File: src/rtl/spi_cmd_pkg.sv
package spi_cmd_pkg;
  localparam int BYTE_W  = 8;
  localparam int RES_W   = 12;
  localparam int FRAME_W = 16;
  localparam int CH_W    = 4;
  localparam logic [1:0] CLK_MODE_RST = 2'b10;

  typedef enum logic [2:0] {
    BK_NONE, BK_CONV, BK_SETUP, BK_AVG, BK_RESET
  } byte_kind_e;

  function automatic byte_kind_e classify(input logic [BYTE_W-1:0] b);
    if (b[7])      return BK_CONV;
    else if (b[6]) return BK_SETUP;
    else if (b[5]) return BK_AVG;
    else if (b[4]) return BK_RESET;
    else           return BK_NONE;
  endfunction
endpackage

File: src/rtl/spi_edge_sync.sv
module spi_edge_sync #(
  parameter int STAGES = 2
) (
  input  logic clk_i,
  input  logic rst_ni,
  input  logic sclk_i,
  input  logic cs_ni,
  input  logic din_i,
  output logic sclk_rise_o,
  output logic sclk_fall_o,
  output logic cs_fall_o,
  output logic cs_idle_o,
  output logic din_o
);
  localparam int LAST = STAGES;

  logic [LAST:0] sclk_p, cs_p, din_p;

  always_ff @(posedge clk_i or negedge rst_ni) begin
    if (!rst_ni) begin
      sclk_p <= '0;
      cs_p   <= '1;
      din_p  <= '0;
    end else begin
      sclk_p <= {sclk_p[LAST-1:0], sclk_i};
      cs_p   <= {cs_p[LAST-1:0], cs_ni};
      din_p  <= {din_p[LAST-1:0], din_i};
    end
  end

  assign sclk_rise_o = sclk_p[LAST-1] & ~sclk_p[LAST];
  assign sclk_fall_o = ~sclk_p[LAST-1] & sclk_p[LAST];
  assign cs_fall_o   = ~cs_p[LAST-1] & cs_p[LAST];
  assign cs_idle_o   = cs_p[LAST-1];
  // din aligned with the sclk stage used for edge detection
  assign din_o       = din_p[LAST-1];
endmodule

File: src/rtl/spi_rx_byte.sv
module spi_rx_byte
  import spi_cmd_pkg::*;
(
  input  logic              clk_i,
  input  logic              rst_ni,
  input  logic              rise_i,
  input  logic              din_i,
  input  logic              cs_idle_i,
  output logic              byte_valid_o,
  output logic [BYTE_W-1:0] byte_o
);
  localparam int CNT_W = $clog2(BYTE_W);
  localparam logic [CNT_W-1:0] CNT_LAST = CNT_W'(BYTE_W - 1);

  logic [CNT_W-1:0]  bit_cnt;
  logic [BYTE_W-2:0] rx_sr;

  always_ff @(posedge clk_i or negedge rst_ni) begin
    if (!rst_ni) begin
      bit_cnt      <= '0;
      rx_sr        <= '0;
      byte_valid_o <= 1'b0;
      byte_o       <= '0;
    end else begin
      byte_valid_o <= 1'b0;
      if (cs_idle_i) begin
        bit_cnt <= '0;
      end else if (rise_i) begin
        rx_sr   <= {rx_sr[BYTE_W-3:0], din_i};
        bit_cnt <= bit_cnt + 1'b1;
        if (bit_cnt == CNT_LAST) begin
          byte_valid_o <= 1'b1;
          byte_o       <= {rx_sr, din_i};
        end
      end
    end
  end


  idle_no_byte_chk: assert property (@(posedge clk_i) disable iff (!rst_ni)
    cs_idle_i |=> !byte_valid_o);
endmodule

File: src/rtl/spi_cmd_regs.sv
module spi_cmd_regs
  import spi_cmd_pkg::*;
(
  input  logic              clk_i,
  input  logic              rst_ni,
  input  logic              byte_valid_i,
  input  logic [BYTE_W-1:0] byte_i,
  input  logic              cs_idle_i,
  input  logic [RES_W-1:0]  result_i,
  output logic              conv_start_o,
  output logic [CH_W-1:0]   chan_o,
  output logic [1:0]        clk_mode_o,
  output logic [1:0]        ref_sel_o,
  output logic [BYTE_W-1:0] uni_mode_o,
  output logic [BYTE_W-1:0] bip_mode_o,
  output logic [4:0]        avg_cfg_o,
  output logic [RES_W-1:0]  result_q_o
);
  localparam logic [RES_W-1:0] SIGN_FLIP = RES_W'(1) << (RES_W - 1);

  logic       pend_q, pend_bip_q;
  logic [CH_W-1:0] new_chan;
  byte_kind_e kind;

  assign kind     = classify(byte_i);
  assign new_chan = byte_i[BYTE_W-2 -: CH_W];

  always_ff @(posedge clk_i or negedge rst_ni) begin
    if (!rst_ni) begin
      pend_q       <= 1'b0;
      pend_bip_q   <= 1'b0;
      conv_start_o <= 1'b0;
      chan_o       <= '0;
      clk_mode_o   <= CLK_MODE_RST;
      ref_sel_o    <= '0;
      uni_mode_o   <= '0;
      bip_mode_o   <= '0;
      avg_cfg_o    <= '0;
      result_q_o   <= '0;
    end else begin
      conv_start_o <= 1'b0;
      if (cs_idle_i) pend_q <= 1'b0;
      if (byte_valid_i) begin
        if (pend_q) begin
          if (pend_bip_q) bip_mode_o <= byte_i;
          else            uni_mode_o <= byte_i;
          pend_q <= 1'b0;
        end else begin
          unique case (kind)
            BK_CONV: begin
              conv_start_o <= 1'b1;
              chan_o       <= new_chan;
              result_q_o   <= bip_mode_o[new_chan[CH_W-1:1]] ? (result_i ^ SIGN_FLIP)
                                                             : result_i;
            end
            BK_SETUP: begin
              clk_mode_o <= byte_i[5:4];
              ref_sel_o  <= byte_i[3:2];
              pend_q     <= byte_i[1];
              pend_bip_q <= byte_i[0];
            end
            BK_AVG: avg_cfg_o <= byte_i[4:0];
            BK_RESET: begin
              clk_mode_o <= CLK_MODE_RST;
              ref_sel_o  <= '0;
              uni_mode_o <= '0;
              bip_mode_o <= '0;
              avg_cfg_o  <= '0;
            end
            BK_NONE: ;
            default: ;
          endcase
        end
      end
    end
  end


  conv_pulse_chk: assert property (@(posedge clk_i) disable iff (!rst_ni)
    conv_start_o |=> !conv_start_o);


  mode_hold_chk: assert property (@(posedge clk_i) disable iff (!rst_ni)
    !byte_valid_i |=> $stable(clk_mode_o));


  ignore_byte_chk: assert property (@(posedge clk_i) disable iff (!rst_ni)
    (byte_valid_i && byte_i[7:4] == 4'b0000 && !pend_q) |=>
      ($stable({clk_mode_o, ref_sel_o, uni_mode_o, bip_mode_o, avg_cfg_o}) && !conv_start_o));
endmodule

File: src/rtl/spi_tx_frame.sv
module spi_tx_frame
  import spi_cmd_pkg::*;
(
  input  logic             clk_i,
  input  logic             rst_ni,
  input  logic             cs_fall_i,
  input  logic             cs_idle_i,
  input  logic             rise_i,
  input  logic             fall_i,
  input  logic [RES_W-1:0] result_i,
  output logic             dout_o
);
  localparam int PAD_W = FRAME_W - RES_W;

  logic [FRAME_W-1:0] tx_sr;
  logic               rose_q;

  always_ff @(posedge clk_i or negedge rst_ni) begin
    if (!rst_ni) begin
      tx_sr  <= '0;
      rose_q <= 1'b0;
    end else if (cs_fall_i) begin
      tx_sr  <= {{PAD_W{1'b0}}, result_i};
      rose_q <= 1'b0;
    end else if (!cs_idle_i) begin
      if (rise_i) rose_q <= 1'b1;
      // idle-high clock: the opening fall precedes any rise and must not shift
      if (fall_i && rose_q) tx_sr <= {tx_sr[FRAME_W-2:0], 1'b0};
    end
  end

  assign dout_o = tx_sr[FRAME_W-1];


  dout_edge_chk: assert property (@(posedge clk_i) disable iff (!rst_ni)
    (!fall_i && !cs_fall_i) |=> $stable(dout_o));


  pad_first_chk: assert property (@(posedge clk_i) disable iff (!rst_ni)
    cs_fall_i |=> !dout_o);
endmodule

File: src/rtl/spi_cmd_slave.sv
module spi_cmd_slave
  import spi_cmd_pkg::*;
#(
  parameter int SYNC_STAGES = 2
) (
  input  logic              clk_i,
  input  logic              rst_ni,
  input  logic              sclk_i,
  input  logic              cs_ni,
  input  logic              din_i,
  output logic              dout_o,
  input  logic [RES_W-1:0]  result_i,
  output logic              conv_start_o,
  output logic [CH_W-1:0]   chan_o,
  output logic [1:0]        clk_mode_o,
  output logic [1:0]        ref_sel_o,
  output logic [BYTE_W-1:0] uni_mode_o,
  output logic [BYTE_W-1:0] bip_mode_o,
  output logic [4:0]        avg_cfg_o
);
  logic              rise, fall, cs_fall, cs_idle, din_s;
  logic              byte_valid;
  logic [BYTE_W-1:0] rx_byte;
  logic [RES_W-1:0]  result_q;

  spi_edge_sync #(.STAGES(SYNC_STAGES)) u_sync (
    .clk_i, .rst_ni, .sclk_i, .cs_ni, .din_i,
    .sclk_rise_o(rise), .sclk_fall_o(fall), .cs_fall_o(cs_fall),
    .cs_idle_o(cs_idle), .din_o(din_s)
  );

  spi_rx_byte u_rx (
    .clk_i, .rst_ni, .rise_i(rise), .din_i(din_s), .cs_idle_i(cs_idle),
    .byte_valid_o(byte_valid), .byte_o(rx_byte)
  );

  spi_cmd_regs u_regs (
    .clk_i, .rst_ni, .byte_valid_i(byte_valid), .byte_i(rx_byte),
    .cs_idle_i(cs_idle), .result_i,
    .conv_start_o, .chan_o, .clk_mode_o, .ref_sel_o,
    .uni_mode_o, .bip_mode_o, .avg_cfg_o, .result_q_o(result_q)
  );

  spi_tx_frame u_tx (
    .clk_i, .rst_ni, .cs_fall_i(cs_fall), .cs_idle_i(cs_idle),
    .rise_i(rise), .fall_i(fall), .result_i(result_q), .dout_o
  );
endmodule

File: config.mk
export PLATFORM = sky130hd
export DESIGN_NAME = spi_cmd_slave
export DESIGN_NICKNAME = d
export VERILOG_FILES = /design/src/rtl/spi_cmd_pkg.sv /design/src/rtl/spi_edge_sync.sv /design/src/rtl/spi_rx_byte.sv /design/src/rtl/spi_cmd_regs.sv /design/src/rtl/spi_tx_frame.sv /design/src/rtl/spi_cmd_slave.sv
export SDC_FILE = /design/constraint.sdc
export NUM_CORES = 1
export LEC_CHECK = 0
export ABC_AREA = 1
export CAP_MARGIN = 20
export CORE_MARGIN = 4
export CORE_UTILIZATION = 50
export CTS_CLUSTER_SIZE = 14
export DETAILED_ROUTE_END_ITERATION = 8
export PLACE_DENSITY_LB_ADDON = 0.3
export SETUP_SLACK_MARGIN = 0.02
export SLEW_MARGIN = 40
export SYNTH_ARGS = -nofsm -noshare
export SYNTH_HDL_FRONTEND = slang
export SYNTH_SLANG_ARGS = --single-unit
export TNS_END_PERCENT = 5
File: constraint.sdc
create_clock -name clk_i -period 2.18 [get_ports clk_i]
set_input_delay 0.436 -clock clk_i [delete_from_list [all_inputs] [get_ports clk_i]]
set_output_delay 0.436 -clock clk_i [all_outputs]
set_load 0.01 [all_outputs]
* Yosys cells after proc, flatten, opt, wreduce, memory -nomap -nowiden
Index checks and enable logic that the tools add are counted.
Widths: inputs -> output; s select.
** Storage, ports and cells
- Latch bits :: 0
- Memories kept :: 0
- Output and inout bits :: 31
- Word-level logic and storage cells :: 87
- Flip-flop bits (word level) :: 88
- Bits in read-only memories :: 0
- Memory bits (writable) :: 0
- Input port bits :: 17
** Cells by class
- Multiply operators :: 0
- $lt $le $gt $ge :: 1
- Reduce and logical (&&, ||, !) cells :: 17
- Equality and inequality tests :: 8
- $add $sub $neg :: 1
- Shift-type cells :: 0
- Bitwise logic cells :: 8
- Divide/modulo/power cells :: 0
- Mux-type cells :: 33
** Operators by type and width (number)
- $mux 16 :: 3
- $mux 8 :: 5
- $reduce_and 3->1 :: 7
- $mux 3 :: 6
- $mux 1 :: 14
- $mux 12 :: 1
- $reduce_bool 2->1 :: 6
- $pmux 5 s2 :: 1
- $pmux 2 s2 :: 2
- $eq 3x2->1 const B :: 2
- $eq 3x3->1 const B :: 2
- $ne 2x2->1 const B :: 3
- $reduce_and 2->1 :: 3
- $not 1->1 :: 5
- $lt 3x4->1 const B :: 1
- $add 3x1->3 const B :: 1
- $and 1x1->1 :: 3
- $bmux 1 s3 :: 1
- $eq 3x1->1 const B :: 1
- $logic_and 1x1->1 :: 1

* Depth between registers and ports, before layout
- Word-level depth :: 8
- Depth in mapped cells :: 10
- Depth with buffers taken out :: 9

* Cells and area by module
From an unflattened synthesis, not the netlist that was laid out.
** Unflattened totals
- Cell total of the unflattened synthesis :: 445
- Area, all modules :: 3918.8 um^2
** By module, submodules not included
- spi_cmd_regs :: seq. area each 1102.3 um^2, area an instance 1980.6 um^2, cells an instance 231, times used 1
- spi_tx_frame :: seq. area each 425.4 um^2, area an instance 909.6 um^2, cells an instance 117, times used 1
- spi_rx_byte :: seq. area each 475.5 um^2, area an instance 802.0 um^2, cells an instance 83, times used 1
- spi_edge_sync :: seq. area each 203.9 um^2, area an instance 226.5 um^2, cells an instance 14, times used 1

* Worst setup path after synthesis
OpenSTA, ideal clock, no wires.
- Path type :: reg2reg
- Start point :: reg u_rx.byte_o[6]
- End point :: reg u_regs.bip_mode_o[0]
- Arrival time :: 1168 ps
- Data required time :: 2053 ps
- Slack :: 885 ps
- Cell stages (with the launch flop) :: 7
- Path through :: dfrtp_1 nor2_2 nand2_2 nor2_4 inv_2 a22oi_4 o21ai_2
** On the way
- Word-level cells in the longest chain between the ends :: 5
** RTL lines
- start, declared :: line spi_rx_byte.sv:10 : output logic [BYTE_W-1:0] byte_o
- start signal, assigned :: line spi_rx_byte.sv:33 : byte_o <= {rx_sr, din_i};
- $mux 3 :: line spi_cmd_pkg.sv:14 : else if (b[6]) return BK_SETUP;
- $mux 3 :: line spi_cmd_pkg.sv:13 : if (b[7]) return BK_CONV;
- $eq 3x3->1 :: line spi_cmd_regs.sv:49 : unique case (kind)
- $reduce_bool 2->1 (no source line)
- $reduce_and 3->1 (no source line)
- end signal, assigned :: line spi_cmd_regs.sv:45 : if (pend_bip_q) bip_mode_o <= byte_i;
- end, declared :: line spi_cmd_regs.sv:15 : output logic [BYTE_W-1:0] bip_mode_o,
No other way between the ends.
A chain may end at the register's enable or synchronous reset.

* Final worst setup path
- Start point :: reg u_regs.clk_mode_o[1]
- End point :: out clk_mode_o[1]
** RTL lines
- start, declared :: line spi_cmd_regs.sv:12 : output logic [1:0] clk_mode_o,
- start signal, assigned :: line spi_cmd_regs.sv:57 : clk_mode_o <= byte_i[5:4];
- end, declared :: line spi_cmd_slave.sv:15 : output logic [1:0] clk_mode_o,
No word-level cell between the ends.

==> reports/metrics.cfg <==
[yosys]
syn_nets=417
yosys.cell_types.count=28
ys_seq_elements=88
synth_area_leaders=dfrtp_1 56%, nand2_1 13%, inv_1 6.0%
netlist_area_mm2=0.003724
yosysTopAreaCellShare=0.5645
async_flop_share=1.000
yosysWarningCount=0
synth_top_area_cell=dfrtp_1
postSynthAreaPerCell_um2=9.356
seq_area_frac_synth=0.5927
synth_edf_count=0
synthCells=398
yosys_most_used_dff=dfrtp_1

[drt]
avgViaCountPerCell=4.919
final_antenna_net_count=0
drt_iter0_markers=114
drt_wl_total_mm=7.501
via_count=2720
post_drt_wl_per_cell_um=13.56
dr.pass1.iters=5
drc=0

[global_route]
track_usage=0.1895
grt_pass1_wl_mm=12.93
grt-ovfl-total=0
antenna_found_initial=0
use_met1=0.2529
grt_use_met3=0.05288
use_met2=0.2926
grt_pass1_vias=2737
grt.busiest_layer=met2
grt_max_degree=48

[clock_tree]
cts-buffers-inserted=9
cts_resized=0
clock_latency_ns=0.36
cts.clk_slew.worst_paths_ns=0.08
hold_buffers=1
clock_sinks=88
cts_tree=done
post-cts-setup-buffers=0
cts_buffer_depth=2
cts-root-buf=clkbuf_8
h-tree-depth=3

[sta]
maxSlewViolCount=0
final-hold-violation-count=0
worst_slack_ns=0.3014
fin_skew_ns=0.009555
maxSlewHeadroom=0.5488
fin_crit_ns=1.879
rsz0062_at_grt=no
max_freq_mhz=532.3
tightest_slew_ns=0.6754
setup_tns_ns=0
setup_viol=0
fin_crit_sh=0.8617

[power_and_ir_drop]
pwr-share-seq=0.589
pwr-share-comb=0.082
power.density_mw_per_mm2=679.5
clockPowerShare=0.328
power_switching_w=0.0007866
vdd_ir_drop_max_uv=461.3
power.internal_w=0.002258
switching_share=0.2584
p_leak_nw=2.087

[place]
portBuffers=47
gp_congestion=0.8439
dpl.hpwl_mm=5.194
pre_cts_slack_ns=0.4511
dp.cells=537

[run]
drv_cap=0

[final_layout]
diodes=0
drive_above_1_share=0.1344
multi_input_comb_area_mm2=0.001214
areaGrowthSynthToFinish_pct=20.33
nFillCells=623
final_nets=469
ff_latch_area_mm2=0.002207
stdcell_count=553

[worst_hold_path]
hold_path_class=register to register
whs_path_depth=0

[critical_path]
path_max_fanout=2
slowest_delay_ns=0.54
r2r_cells=6
worstSetupPathType=register to output port
cp_top_family=flip-flops
critPathSlowestCell=dfstp_2
path_cells=clkdlybuf4s50_1
required_ns=1.74
crit_cells=1
crit_buf_inv=1
cp-start-kind=register
arrival_ns=1.44
endpoint_kind=output port

[run_status]
outcome=complete, no violations

[floorplan]
die_area_mm2=0.008892
rows=31
ios=48
coreArea_mm2=0.007253
die_y_um=94.30
dieWidth_um=94.30
start_util=0.5134

flip-flops by register name (all words and copies together), names as in the netlist, 2 cells and up:
| register | count |
|---|---|
| u_regs.chan_o | 4 |
| u_regs.clk_mode_o | 2 |
| u_rx.byte_o | 8 |
| u_rx.rx_sr | 7 |
| u_regs.avg_cfg_o | 5 |
| u_regs.uni_mode_o | 8 |
| u_tx.tx_sr | 16 |
| u_regs.result_q_o | 12 |
| u_regs.ref_sel_o | 2 |
| u_sync.cs_p | 3 |
| u_regs.bip_mode_o | 8 |
| u_rx.bit_cnt | 3 |
| u_sync.din_p | 2 |
| u_sync.sclk_p | 3 |
per-layer routing:
| metal | up-vias | wire (µm) |
|---|---|---|
| met5 | - | 0 |
| met4 | 0 | 119 |
| met3 | 11 | 432 |
| met2 | 64 | 3491 |
| met1 | 1299 | 3457 |
| li1 | 1346 | - |
cell type report:
type / instances / area share
Sequential cell: 88 / 0.4926
Multi-Input combinational cell: 233 / 0.2709
Timing Repair Buffer: 52 / 0.1162
Inverter: 66 / 0.05529
Clock buffer: 9 / 0.02765
Tap cell: 99 / 0.02765
Clock inverter: 6 / 0.009774
cells in the mapped netlist (all sizes together), types with 2 or more instances:
library cell	number
inv	66
o21ai	54
nand3	14
a21oi	3
a22o	2
ha	2
buf	10
nand2	128
dfstp	4
o211ai	11
dfrtp	84
nor2	13
stage by stage:
| stage | total power [W] | instance area, µm² | hold WS, ns | util |
|---|---|---|---|---|
| after floorplan | 0.001961 | 3724 | 0.1404 | - |
| after global placement | 0.002061 | 4295 | 0.3211 | 0.5922 |
| after detailed placement | 0.002079 | 4303 | 0.3209 | 0.5932 |
| after CTS | 0.003082 | 4481 | 0.3693 | 0.6177 |
| after global routing | 0.003204 | 4481 | 0.3737 | 0.6177 |
| final | 0.003045 | 4481 | 0.3639 | 0.6177 |
layout by cell type (no fill, tap or decap):
master           Yosys  final
inv_1               60     60
inv_2                6      6
nand2_1            124    124
clkinv_2             0      2
nand2_4              1      1
clkinv_4             0      1
a22o_1               2      2
nor2_1               7      7
o21a_1               1      1
o21ai_1              3      3
mux2_2               1      1
nand2_2              3      3
nor2_4               3      3
a22oi_4              1      1
o21ai_0             36     36
a21oi_2              2      1
ha_1                 2      2
nand3_1             14     14
inv_6                0      2
clkbuf_8             0      9
dfrtp_1             84     84
buf_4                3      4
a21oi_4              1      2
a31oi_1              1      1
a32o_1               1      1
clkdlybuf4s50_1      0     46
a211oi_4             1      1
buf_12               0      1
dfstp_2              4      4
nor2_2               3      3
o21ai_2             15     15
clkinvlp_4           0      1
dlygate4sd3_1        0      1
o211ai_1            11     11
final timing paths:
kind | start | to | slack [ns]
worst max register to register | u_regs.pend_q | u_regs.chan_o[1] | 0.45
worst max-delay path | u_regs.clk_mode_o[1] | clk_mode_o[1] | 0.30
max in group asynchronous | rst_ni | u_tx.tx_sr[14] | 1.11
worst min register to register | u_sync.cs_p[0] | u_sync.cs_p[1] | 0.36
worst min-delay path | u_sync.cs_p[0] | u_sync.cs_p[1] | 0.36
min in group asynchronous | rst_ni | u_tx.tx_sr[11] | 0.47
kinds of logic after synthesis:
logic type	Yosys count	synth area share
AOI/OAI and AO/OA	75	0.1411
adders and majority gates	2	0.006719
buffers and inverters	77	0.08333
DFF	88	0.5927
muxes	1	0.003024
and+or+nand+nor	155	0.1731
power by group through the flow:
| stage | sequential (W) | clock [W] | combinational, W |
|---|---|---|---|
| 6_report | 0.00179 | 0.00100 | 0.000251 |
| 5_1_grt | 0.00181 | 0.00110 | 0.000295 |
| 4_1_cts | 0.00179 | 0.00103 | 0.000256 |
| 3_5_place_dp | 0.00183 | 0 | 0.000253 |
| 3_3_place_gp | 0.00182 | 0 | 0.000241 |
| 2_1_floorplan | 0.00181 | 0 | 0.000148 |
Power figures use the tool's default switching activity.
